## src/rtl/slp_pkg.sv

```systemverilog
package slp_pkg;

  typedef enum logic [1:0] {
    CMD_DESEL      = 2'b00,
    CMD_READ       = 2'b01,
    CMD_WRITE      = 2'b10,
    CMD_WRITE_CONT = 2'b11
  } slp_cmd_e;

  typedef enum logic [1:0] {
    ST_AWAKE   = 2'b00,
    ST_ENTRY   = 2'b01,
    ST_SLEEP   = 2'b10,
    ST_RECOVER = 2'b11
  } slp_state_e;

  function automatic logic cmd_is_write(input logic [1:0] cmd);
    return cmd[1];
  endfunction

endpackage

```

## src/rtl/slp_counter.sv

```systemverilog
module slp_counter #(
  parameter int unsigned WIDTH = 4
) (
  input  logic             clk_i,
  input  logic             rst_ni,
  input  logic             clr_i,
  input  logic             inc_i,
  output logic [WIDTH-1:0] cnt_o
);

  logic [WIDTH-1:0] cnt_q;
  logic [WIDTH-1:0] cnt_d;
  logic             cnt_en;

  assign cnt_en = clr_i | inc_i;

  always_comb begin
    cnt_d = cnt_q;
    if (clr_i) begin
      cnt_d = '0;
    end else if (inc_i) begin
      cnt_d = cnt_q + WIDTH'(1);
    end
  end

  always_ff @(posedge clk_i or negedge rst_ni) begin
    if (!rst_ni) begin
      cnt_q <= '0;
    end else if (cnt_en) begin
      cnt_q <= cnt_d;
    end
  end

  assign cnt_o = cnt_q;

endmodule

```

## src/rtl/slp_cmd_gate.sv

```systemverilog
module slp_cmd_gate
  import slp_pkg::*;
(
  input  logic [1:0] cmd_i,
  input  logic       block_i,
  input  logic       filter_i,
  output logic [1:0] cmd_o,
  output logic       wr_drop_o
);

  logic is_wr;

  assign is_wr = cmd_is_write(cmd_i);

  always_comb begin
    cmd_o     = cmd_i;
    wr_drop_o = 1'b0;
    if (block_i) begin
      cmd_o = CMD_DESEL;
    end else if (filter_i && is_wr) begin
      cmd_o     = CMD_DESEL;
      wr_drop_o = 1'b1;
    end
  end

endmodule

```

## src/rtl/slp_sequencer.sv

```systemverilog
module slp_sequencer
  import slp_pkg::*;
#(
  parameter int unsigned ENTRY_CYCLES    = 2,
  parameter int unsigned RECOVERY_CYCLES = 8
) (
  input  logic       clk_i,
  input  logic       rst_ni,
  input  logic       sleep_req_i,
  input  logic [1:0] cmd_i,
  output logic [1:0] cmd_o,
  output logic       asleep_o,
  output logic       in_block_o,
  output logic       out_hiz_o,
  output logic       wr_inhibit_o,
  output logic       wr_err_o
);

  localparam int unsigned ENT_W    = $clog2(ENTRY_CYCLES + 1);
  localparam int unsigned REC_W    = $clog2(RECOVERY_CYCLES + 1);
  localparam logic [ENT_W-1:0] ENT_LAST = ENT_W'(ENTRY_CYCLES - 2);
  localparam logic [REC_W-1:0] REC_LAST = REC_W'(RECOVERY_CYCLES - 1);

  slp_state_e       state_q, state_d;
  logic             state_en;
  logic [ENT_W-1:0] ent_cnt;
  logic [REC_W-1:0] rec_cnt;
  logic             in_entry, in_sleep, in_recover;
  logic             wr_drop;
  logic             err_q, err_d, err_en;

  assign in_entry   = (state_q == ST_ENTRY);
  assign in_sleep   = (state_q == ST_SLEEP);
  assign in_recover = (state_q == ST_RECOVER);

  // counts request-high edges while waiting to enter sleep
  slp_counter #(.WIDTH(ENT_W)) u_ent_cnt (
    .clk_i  (clk_i),
    .rst_ni (rst_ni),
    .clr_i  (!in_entry),
    .inc_i  (in_entry && sleep_req_i),
    .cnt_o  (ent_cnt)
  );

  // counts cycles spent in the recovery window
  slp_counter #(.WIDTH(REC_W)) u_rec_cnt (
    .clk_i  (clk_i),
    .rst_ni (rst_ni),
    .clr_i  (!in_recover),
    .inc_i  (in_recover),
    .cnt_o  (rec_cnt)
  );

  always_comb begin
    state_d = state_q;
    unique case (state_q)
      ST_AWAKE: begin
        if (sleep_req_i) state_d = ST_ENTRY;
      end
      ST_ENTRY: begin
        if (!sleep_req_i)           state_d = ST_AWAKE;
        else if (ent_cnt == ENT_LAST) state_d = ST_SLEEP;
      end
      ST_SLEEP: begin
        if (!sleep_req_i) state_d = ST_RECOVER;
      end
      ST_RECOVER: begin
        if (rec_cnt == REC_LAST) state_d = ST_AWAKE;
      end
      default: state_d = ST_AWAKE;
    endcase
  end

  assign state_en = (state_d != state_q);

  always_ff @(posedge clk_i or negedge rst_ni) begin
    if (!rst_ni) begin
      state_q <= ST_AWAKE;
    end else if (state_en) begin
      state_q <= state_d;
    end
  end

  slp_cmd_gate u_gate (
    .cmd_i     (cmd_i),
    .block_i   (in_sleep),
    .filter_i  (in_recover),
    .cmd_o     (cmd_o),
    .wr_drop_o (wr_drop)
  );

  assign err_en = wr_drop && !err_q;
  assign err_d  = 1'b1;

  always_ff @(posedge clk_i or negedge rst_ni) begin
    if (!rst_ni) begin
      err_q <= 1'b0;
    end else if (err_en) begin
      err_q <= err_d;
    end
  end

  assign asleep_o     = in_sleep;
  assign in_block_o   = in_sleep;
  assign out_hiz_o    = in_sleep;
  assign wr_inhibit_o = in_recover;
  assign wr_err_o     = err_q;

endmodule

```

## config.mk

```make
export PLATFORM = sky130hd
export DESIGN_NAME = slp_sequencer
export DESIGN_NICKNAME = d
export VERILOG_FILES = /design/src/rtl/slp_pkg.sv /design/src/rtl/slp_counter.sv /design/src/rtl/slp_cmd_gate.sv /design/src/rtl/slp_sequencer.sv
export SDC_FILE = /design/constraint.sdc
export NUM_CORES = 1
export LEC_CHECK = 0
export BUFFER_PORTS_ARGS = -buffer_cell sky130_fd_sc_hd__buf_2
export CORE_AREA = 2 2 39 41
export CTS_BUF_LIST = sky130_fd_sc_hd__clkbuf_8
export DETAILED_ROUTE_END_ITERATION = 10
export DIE_AREA = 0 0 41 43
export MAX_ROUTING_LAYER = met4
export PLACE_DENSITY = 0.66
export RECOVER_POWER = 100
export SLEW_MARGIN = 20
export SYNTH_ARGS = -nofsm -noshare
export SYNTH_HDL_FRONTEND = slang
export SYNTH_SLANG_ARGS = --single-unit
```

## constraint.sdc

```tcl
create_clock -name clk_i -period 1.8 [get_ports clk_i]
set_clock_uncertainty 0.2 [all_clocks]
set_input_delay 0.36 -clock clk_i [delete_from_list [all_inputs] [get_ports clk_i]]
set_output_delay 0.36 -clock clk_i [all_outputs]
set_load 0.05 [all_outputs]
```

# == Word level (Yosys, flattened, before mapping) ==
# Index checks and enable logic that the tools add are counted.
# totals
regBits,9
output_inout_bits,7
word_cells,34
# op_classes
n_addsub,2
eq_ne,6
muxes,13
n_bitwise,1
n_reduce_logical,8
# op_table
operator,n
$mux W2,9
$pmux W2 S4,1
$add A4 B1 Y4 const B,1
$eq A2 B2 Y1 const B,2
$eq A4 B3 Y1 const B,1
$logic_not A2 Y1,2
$mux W4,1
$logic_and A1 B1 Y1,3
$add A2 B1 Y2 const B,1
$eq A2 B1 Y1 const B,1
$logic_not A1 Y1,2
$mux W1,2
$ne A2 B1 Y1 const B,1
$ne A2 B2 Y1,1
$reduce_and A2 Y1,1
$or A1 B1 Y1,1

# == Longest topological paths before layout ==
# Gate-level depths: netlist of run 1.
# depth
depth_word,5
depth_mapped,5
depth_no_buf,5

# == By module ==
# From an unflattened synthesis of run 1, not the netlist that was laid out.
# unflattened
hier_cells,47
hier_area_um2,499.2
# by_module_without_submodules
module,n_inst,cells_each,area_each_um2,seq_area_each_um2
slp_counter at u_rec_cnt,1,16,192.7,100.1
slp_sequencer,1,20,180.2,75.1
slp_counter at u_ent_cnt,1,7,88.8,50.0
slp_cmd_gate,1,4,37.5,0.0

# == Worst setup path before layout of run 1 ==
# Ideal clock, no wire load.
# synth_path
kind,input to output
startpoint,in cmd_i[1]
endpoint,out cmd_o[0]
t_arrival_ns,1.623
path_slack_ns,-0.383
path_stages,2
path_cell_list,nand2b_1 -> a21boi_0
# synth_via
elab_chain_cells,3
# synth_lines
element,line_no,source
start: declaration,slp_sequencer.sv:10,"input logic [1:0] cmd_i,"
$logic_and A1 B1 Y1,slp_cmd_gate.sv:20,end else if (filter_i && is_wr) begin
$mux W2,slp_cmd_gate.sv:20,
$mux W2,slp_cmd_gate.sv:18,if (block_i) begin
end: declaration,slp_sequencer.sv:11,"output logic [1:0] cmd_o,"
# Every way passes these cells.

# == Worst setup path in the final report of run 1 ==
# layout_path
startpoint,reg state_q[1]
endpoint,out out_hiz_o
# layout_via
elab_chain_cells,1
# layout_lines
element,line_no,source
start: declaration,slp_sequencer.sv:24,"slp_state_e state_q, state_d;"
start signal: assignment,slp_sequencer.sv:80,state_q <= state_d;
$eq A2 B2 Y1,slp_sequencer.sv:33,assign in_sleep = (state_q == ST_SLEEP);
end: declaration,slp_sequencer.sv:14,"output logic out_hiz_o,"
# Every way passes these cells.

==> results.json, run 1 <==
{
  "status": "finished clean",
  "wl_per_cell_um": 10.8,
  "viasPerCell": 4.73,
  "synthSimpleGateAreaFrac_pct": 17.7,
  "nets": 63,
  "rsz0062_at_grt": "true",
  "numPlacedInstances": 66,
  "drive_gt1_share_pct": 29.1,
  "final_common_cell": "buf_2",
  "synth-seq-cells": 9,
  "port_buffers": 11,
  "cp.required_ns": 1.24,
  "synth_cell_type_count": 22,
  "pin_count": 12,
  "leakage_nw": 0.261,
  "finalHoldViolations": 0,
  "drc": 0,
  "grt_pass1_vias": 324,
  "setup_viol": 0,
  "worstPathCellList": "nor2b_2 > buf_2",
  "dpl_cell_area_um2": 495,
  "whs_ns": 0.158,
  "antenna_cells": 0,
  "fin_crit_sh_pct": 95.3,
  "maxCapViolCount": 0,
  "ant_nets": 0,
  "drt-pass1-iter-count": 2,
  "crit_type": "reg2out",
  "overflow": 0,
  "numCtsBuffers": 3,
  "die_w_um": 41,
  "syn_avg_cell_area_um2": 10.6,
  "synth-compound-area-share_pct": 9.30,
  "vias": 336,
  "hold_class": "in2reg",
  "htree_levels": 1,
  "max_slew_margin_pct": 60.7,
  "antenna_found_initial": 0,
  "cts_setup_buffers": 0,
  "grtUsageTotal_pct": 11.5,
  "synth_xor_area_share_pct": 5.92,
  "die_y_um": 43,
  "final_cells": 71,
  "path_clk_slew_ns": 0.04,
  "startpoint_type": "register",
  "cp_max_fo": 10,
  "ys_warn_count": 0,
  "die_area_um2": 1760,
  "synthCells": 42,
  "syn_nets": 49,
  "grt_max_degree": 11,
  "synth_top_family_by_area": "simple AND/OR/NAND/NOR gates",
  "final.fill_count": 140,
  "synth_top_area_share_pct": 50.7,
  "critical_path.slowest_cell": "dfrtp_2",
  "critPathMaxStageDelay_ns": 0.44,
  "cts_tree": "yes",
  "final_area_um2": 551,
  "gp_congestion": 0.659,
  "dp_hpwl_um": 599,
  "final_util_pct": 39.8,
  "synth_adder_area_share_pct": 5.63,
  "root_buffer": "clkbuf_8",
  "clockBufferDepth": 2,
  "area_delta_synth_final_pct": 23.9,
  "drv_slew": 0,
  "vdd_drop_max_mv": 0.542,
  "end_kind": "primary output",
  "worst_pin_slew_ns": 0.591,
  "max_freq_mhz": 583,
  "synthesis.area_um2": 444,
  "layout_common_cells": "buf_2, dfrtp_1, nor2_1, inv_1, clkbuf_8",
  "num_rows": 14,
  "powerDensity_nw_per_um2": 1790,
  "finalPower_mw": 0.983,
  "totalWireLength_um": 766,
  "crit_arrival_ns": 1.16,
  "period_minus_slack_ns": 1.72,
  "drt_iter0_drc": 5,
  "start_util_pct": 32.1,
  "synth-seq-area-share_pct": 50.7,
  "synth_top_area_cell": "dfrtp_1",
  "r2r_slack_ns": 0.37,
  "cts.sinks": 9,
  "grt_pass1_wl_um": 1220,
  "design.core.area_um2": 1380,
  "synth_top_cells_by_area": "dfrtp_1, ha_1, nor2_1",
  "clk-insertion-delay-late_ns": 0.23,
  "synthMuxAreaShare_pct": 2.25
}
kinds of logic (layout without fill, tap and decap cells):
kind of cell | Yosys count | in the layout
AOI/OAI and AO/OA | 6 | 6
xor gates and xnor gates | 3 | 3
adders and majority gates | 2 | 2
buffers and inverters | 6 | 19
DFF | 9 | 9
muxes | 1 | 1
and+or+nand+nor | 15 | 15
synthesized netlist by cell type:
cell type  n
buf_4      2
inv_1      2
nand2_1    2
buf_6      1
xor2_1     1
nor2b_1    3
and3_1     1
dfrtp_1    9
nand2b_1   2
nand3_1    1
a21boi_0   1
and4b_1    1
a31oi_1    1
mux2i_1    1
ha_1       2
inv_2      1
xnor2_1    2
a21o_1     1
o211a_1    1
o21ai_1    1
a21oi_1    1
nor2_1     5
where the power goes:
| part | total, mW | switching, mW | internal [mW] | leakage [nW] |
|---|---|---|---|---|
| clock network | 0.224 | 0.0762 | 0.148 | 0.0269 |
| registers | 0.338 | 0.0669 | 0.271 | 0.106 |
| logic | 0.421 | 0.285 | 0.135 | 0.129 |
| total | 0.983 | 0.429 | 0.554 | 0.261 |
critical path, delay by kind of cell, from the launching register on:
kind	cells	cell delay (ns)
DFF	1	0.44
and+or+nand+nor	1	0.21
buffers and inverters	1	0.28
what timing repair did:
item / 4_1_cts / 5_1_grt
pin swaps: 0 / 0
hold buffers: 1 / 0
cloned: 0 / 0
endpoints found under the hold margin: 9 / 0
setup endpoints to repair: 4 / 4
gates resized for setup: 1 / 1
routing by layer:
metal	wire length, um	GRT usage (%)
met5	0	-
met4	15	8.00
met3	66	6.28
met2	358	17.5
met1	326	10.2
through the flow:
stage / worst slack (ns) / TNS (ns)
6_report: 0.0844 / 0
5_1_grt: -0.00356 / -0.00454
4_1_cts: 0.00434 / 0
3_5_place_dp: 0.235 / 0
3_3_place_gp: 0.244 / 0
2_1_floorplan: -0.0260 / -0.0752
state kept, by name, indices dropped and copies added (netlist names):
register	count
state_q	2
u_ent_cnt.cnt_o	2
u_rec_cnt.cnt_o	4
wr_err_o	1
worst paths after layout:
check / startpoint / to / cells after the start
setup / recovery: state_q[1]$_DFFE_PN0P_ / out_hiz_o / 2
min in group asynchronous: rst_ni / u_ent_cnt.cnt_o[0]$_DFFE_PN0P_ / 2
setup reg to reg: u_rec_cnt.cnt_o[0]$_DFF_PN0_ / state_q[0]$_DFFE_PN0P_ / 4
max in group asynchronous: rst_ni / state_q[0]$_DFFE_PN0P_ / 2
hold / removal: cmd_i[1] / wr_err_o$_DFFE_PN0P_ / 2
hold reg to reg: wr_err_o$_DFFE_PN0P_ / wr_err_o$_DFFE_PN0P_ / 1
cell type report:
type / count / area [um^2] / share of cell area (%)
clock inverter: 1 / 3.75 / 0.682
clock buffer: 3 / 41.3 / 7.50
inverter: 3 / 11.3 / 2.05
timing repair buffer: 12 / 62.6 / 11.4
tap: 16 / 20.0 / 3.64
multi-input combinational: 27 / 184 / 33.4
sequential: 9 / 228 / 41.4
Note: power is estimated with default switching activity, not from simulation.
==> run 2, diff against run 1 <==
==> constraint.sdc (replaced) <==
create_clock -name clk_i -period 1.8 [get_ports clk_i]
set_clock_uncertainty 0.2 [all_clocks]
set_input_delay 0.18 -clock clk_i [delete_from_list [all_inputs] [get_ports clk_i]]
set_output_delay 0.18 -clock clk_i [all_outputs]
set_load 0.05 [all_outputs]
==> results.json, run 2 (synthesized netlist as in run 1, its figures left out) <==
{
  "status": "finished clean",
  "root_buffer": "clkbuf_8",
  "die_w_um": 41,
  "clockBufferDepth": 2,
  "critPathMaxStageDelay_ns": 0.53,
  "drt_iter0_drc": 1,
  "die_area_um2": 1760,
  "cp_max_fo": 3,
  "crit_arrival_ns": 1.35,
  "drt-pass1-iter-count": 4,
  "finalHoldViolations": 0,
  "end_kind": "primary output",
  "r2r_start": "u_rec_cnt.cnt_o[0]$_DFF_PN0_",
  "whs_path_depth": 2,
  "leakage_nw": 0.266,
  "drive_gt1_share_pct": 23.2,
  "r2r_slack_ns": 0.40,
  "grtUsageTotal_pct": 11.8,
  "r2r_cells": 4,
  "grt_pass1_vias": 296,
  "pre_cts_ws_ns": 0.436,
  "maxCapViolCount": 0,
  "viasPerCell": 4.50,
  "final_common_cell": "dfrtp_1",
  "final_util_pct": 40.5,
  "fin_crit_sh_pct": 96.2,
  "hold_class": "in2reg",
  "pin_count": 12,
  "path_clk_slew_ns": 0.05,
  "numCtsBuffers": 3,
  "cpLargestDelayFamily": "buffers and inverters",
  "powerDensity_nw_per_um2": 1770,
  "worst_pin_slew_ns": 0.589,
  "vdd_drop_max_mv": 0.484,
  "grt.met1_usage_pct": 14.0,
  "overflow": 0,
  "dp_hpwl_um": 524,
  "globalRouteMet2Util_pct": 15.6,
  "met3_usage_pct": 4.71,
  "drv_slew": 0,
  "wl_per_cell_um": 11.5,
  "nets": 64,
  "gp_congestion": 0.646,
  "grt_pass1_wl_um": 1260,
  "layout_common_cells": "dfrtp_1, nor2_1, clkbuf_2, inv_1",
  "cp.required_ns": 1.42,
  "min_to": "state_q[0]$_DFFE_PN0P_",
  "critical_path.slowest_cell": "dlygate4sd3_1",
  "ant_nets": 0,
  "startpoint_type": "input port",
  "largest_reg_flops": 4,
  "antenna_cells": 0,
  "min_from": "sleep_req_i",
  "crit_buf_inv": 3,
  "antenna_found_initial": 0,
  "cts.sinks": 9,
  "setup_ws_ns": 0.0680,
  "design.core.area_um2": 1380,
  "clk-insertion-delay-late_ns": 0.23,
  "worstPathCellList": "dlygate4sd3_1 > buf_2 > nand2b_1 > a21boi_1 > buf_4",
  "die_y_um": 43,
  "max_freq_mhz": 577,
  "crit_type": "in2out",
  "grt_max_degree": 11,
  "totalWireLength_um": 825,
  "max_slew_margin_pct": 60.9,
  "period_minus_slack_ns": 1.73,
  "vias": 324,
  "r2r-end": "state_q[0]$_DFFE_PN0P_",
  "setup_viol": 0,
  "num_rows": 14,
  "final.fill_count": 147,
  "area_delta_synth_final_pct": 26.2,
  "port_buffers": 11,
  "htree_levels": 1,
  "start_util_pct": 32.1,
  "drc": 0,
  "cts_tree": "yes",
  "busiest_layer": "met2"
}
[run 2: worst max-delay path by stage]
stage,from,end,cells after the start
floorplan,state_q[1]$_DFFE_PN0P_,in_block_o,3
global placement,u_rec_cnt.cnt_o[0]$_DFF_PN0_,state_q[0]$_DFFE_PN0P_,4
finish,cmd_i[1],cmd_o[0],5
detailed placement,state_q[0]$_DFFE_PN0P_,wr_inhibit_o,3
CTS,cmd_i[1],cmd_o[0],5
global route,cmd_i[1],cmd_o[0],5
[run 2: worst register-to-register path: cells and delay by family (launching register included)]
kind            cells  cell delay, ns
simple gates        1            0.20
fa+ha+maj           1            0.22
flops               1            0.39
compound gates      2            0.32
[run 2: layer usage]
metal | up-vias | wire, um
li1 | 162 | -
met3 | 4 | 55
met1 | 145 | 372
met2 | 13 | 378
met4 | 0 | 18
met5 | - | 0
[run 2: timing repair]
action                                  CTS  global route
setup buffers                             0             0
endpoints found under the setup margin    0             1
hold buffers                              2             0
gates resized for setup                   0             2
hold endpoints to repair                 10             0
[run 2: cell type report]
type	count	area [um^2]	area share, %
flip-flops and latches	9	225	40.2
clock buffers	3	41.3	7.37
multi-input cells	27	184	32.8
inverters	3	11.3	2.01
well taps	16	20.0	3.57
clock inverters	1	3.75	0.670
repair buffers	13	75.1	13.4
[run 2: where the power goes]
| part | total, mW | switching, mW | leakage (nW) | internal, mW |
|---|---|---|---|---|
| clock | 0.230 | 0.0815 | 0.0269 | 0.149 |
| sequential | 0.335 | 0.0673 | 0.107 | 0.267 |
| combinational | 0.426 | 0.289 | 0.133 | 0.137 |
[run 2: through the flow]
stage / hold slack [ns] / setup TNS (ns) / power [mW] / cell area [um^2] / instances
3_3_place_gp: -0.160 / 0 / 0.759 / 495 / 66
4_1_cts: 0.0794 / 0 / 1.01 / 561 / 72
5_1_grt: 0.0951 / -0.00268 / 1.07 / 561 / 72
3_5_place_dp: -0.156 / 0 / 0.761 / 495 / 66
6_report: 0.0800 / 0 / 0.991 / 561 / 72
2_1_floorplan: -0.316 / 0 / 0.708 / 447 / 42
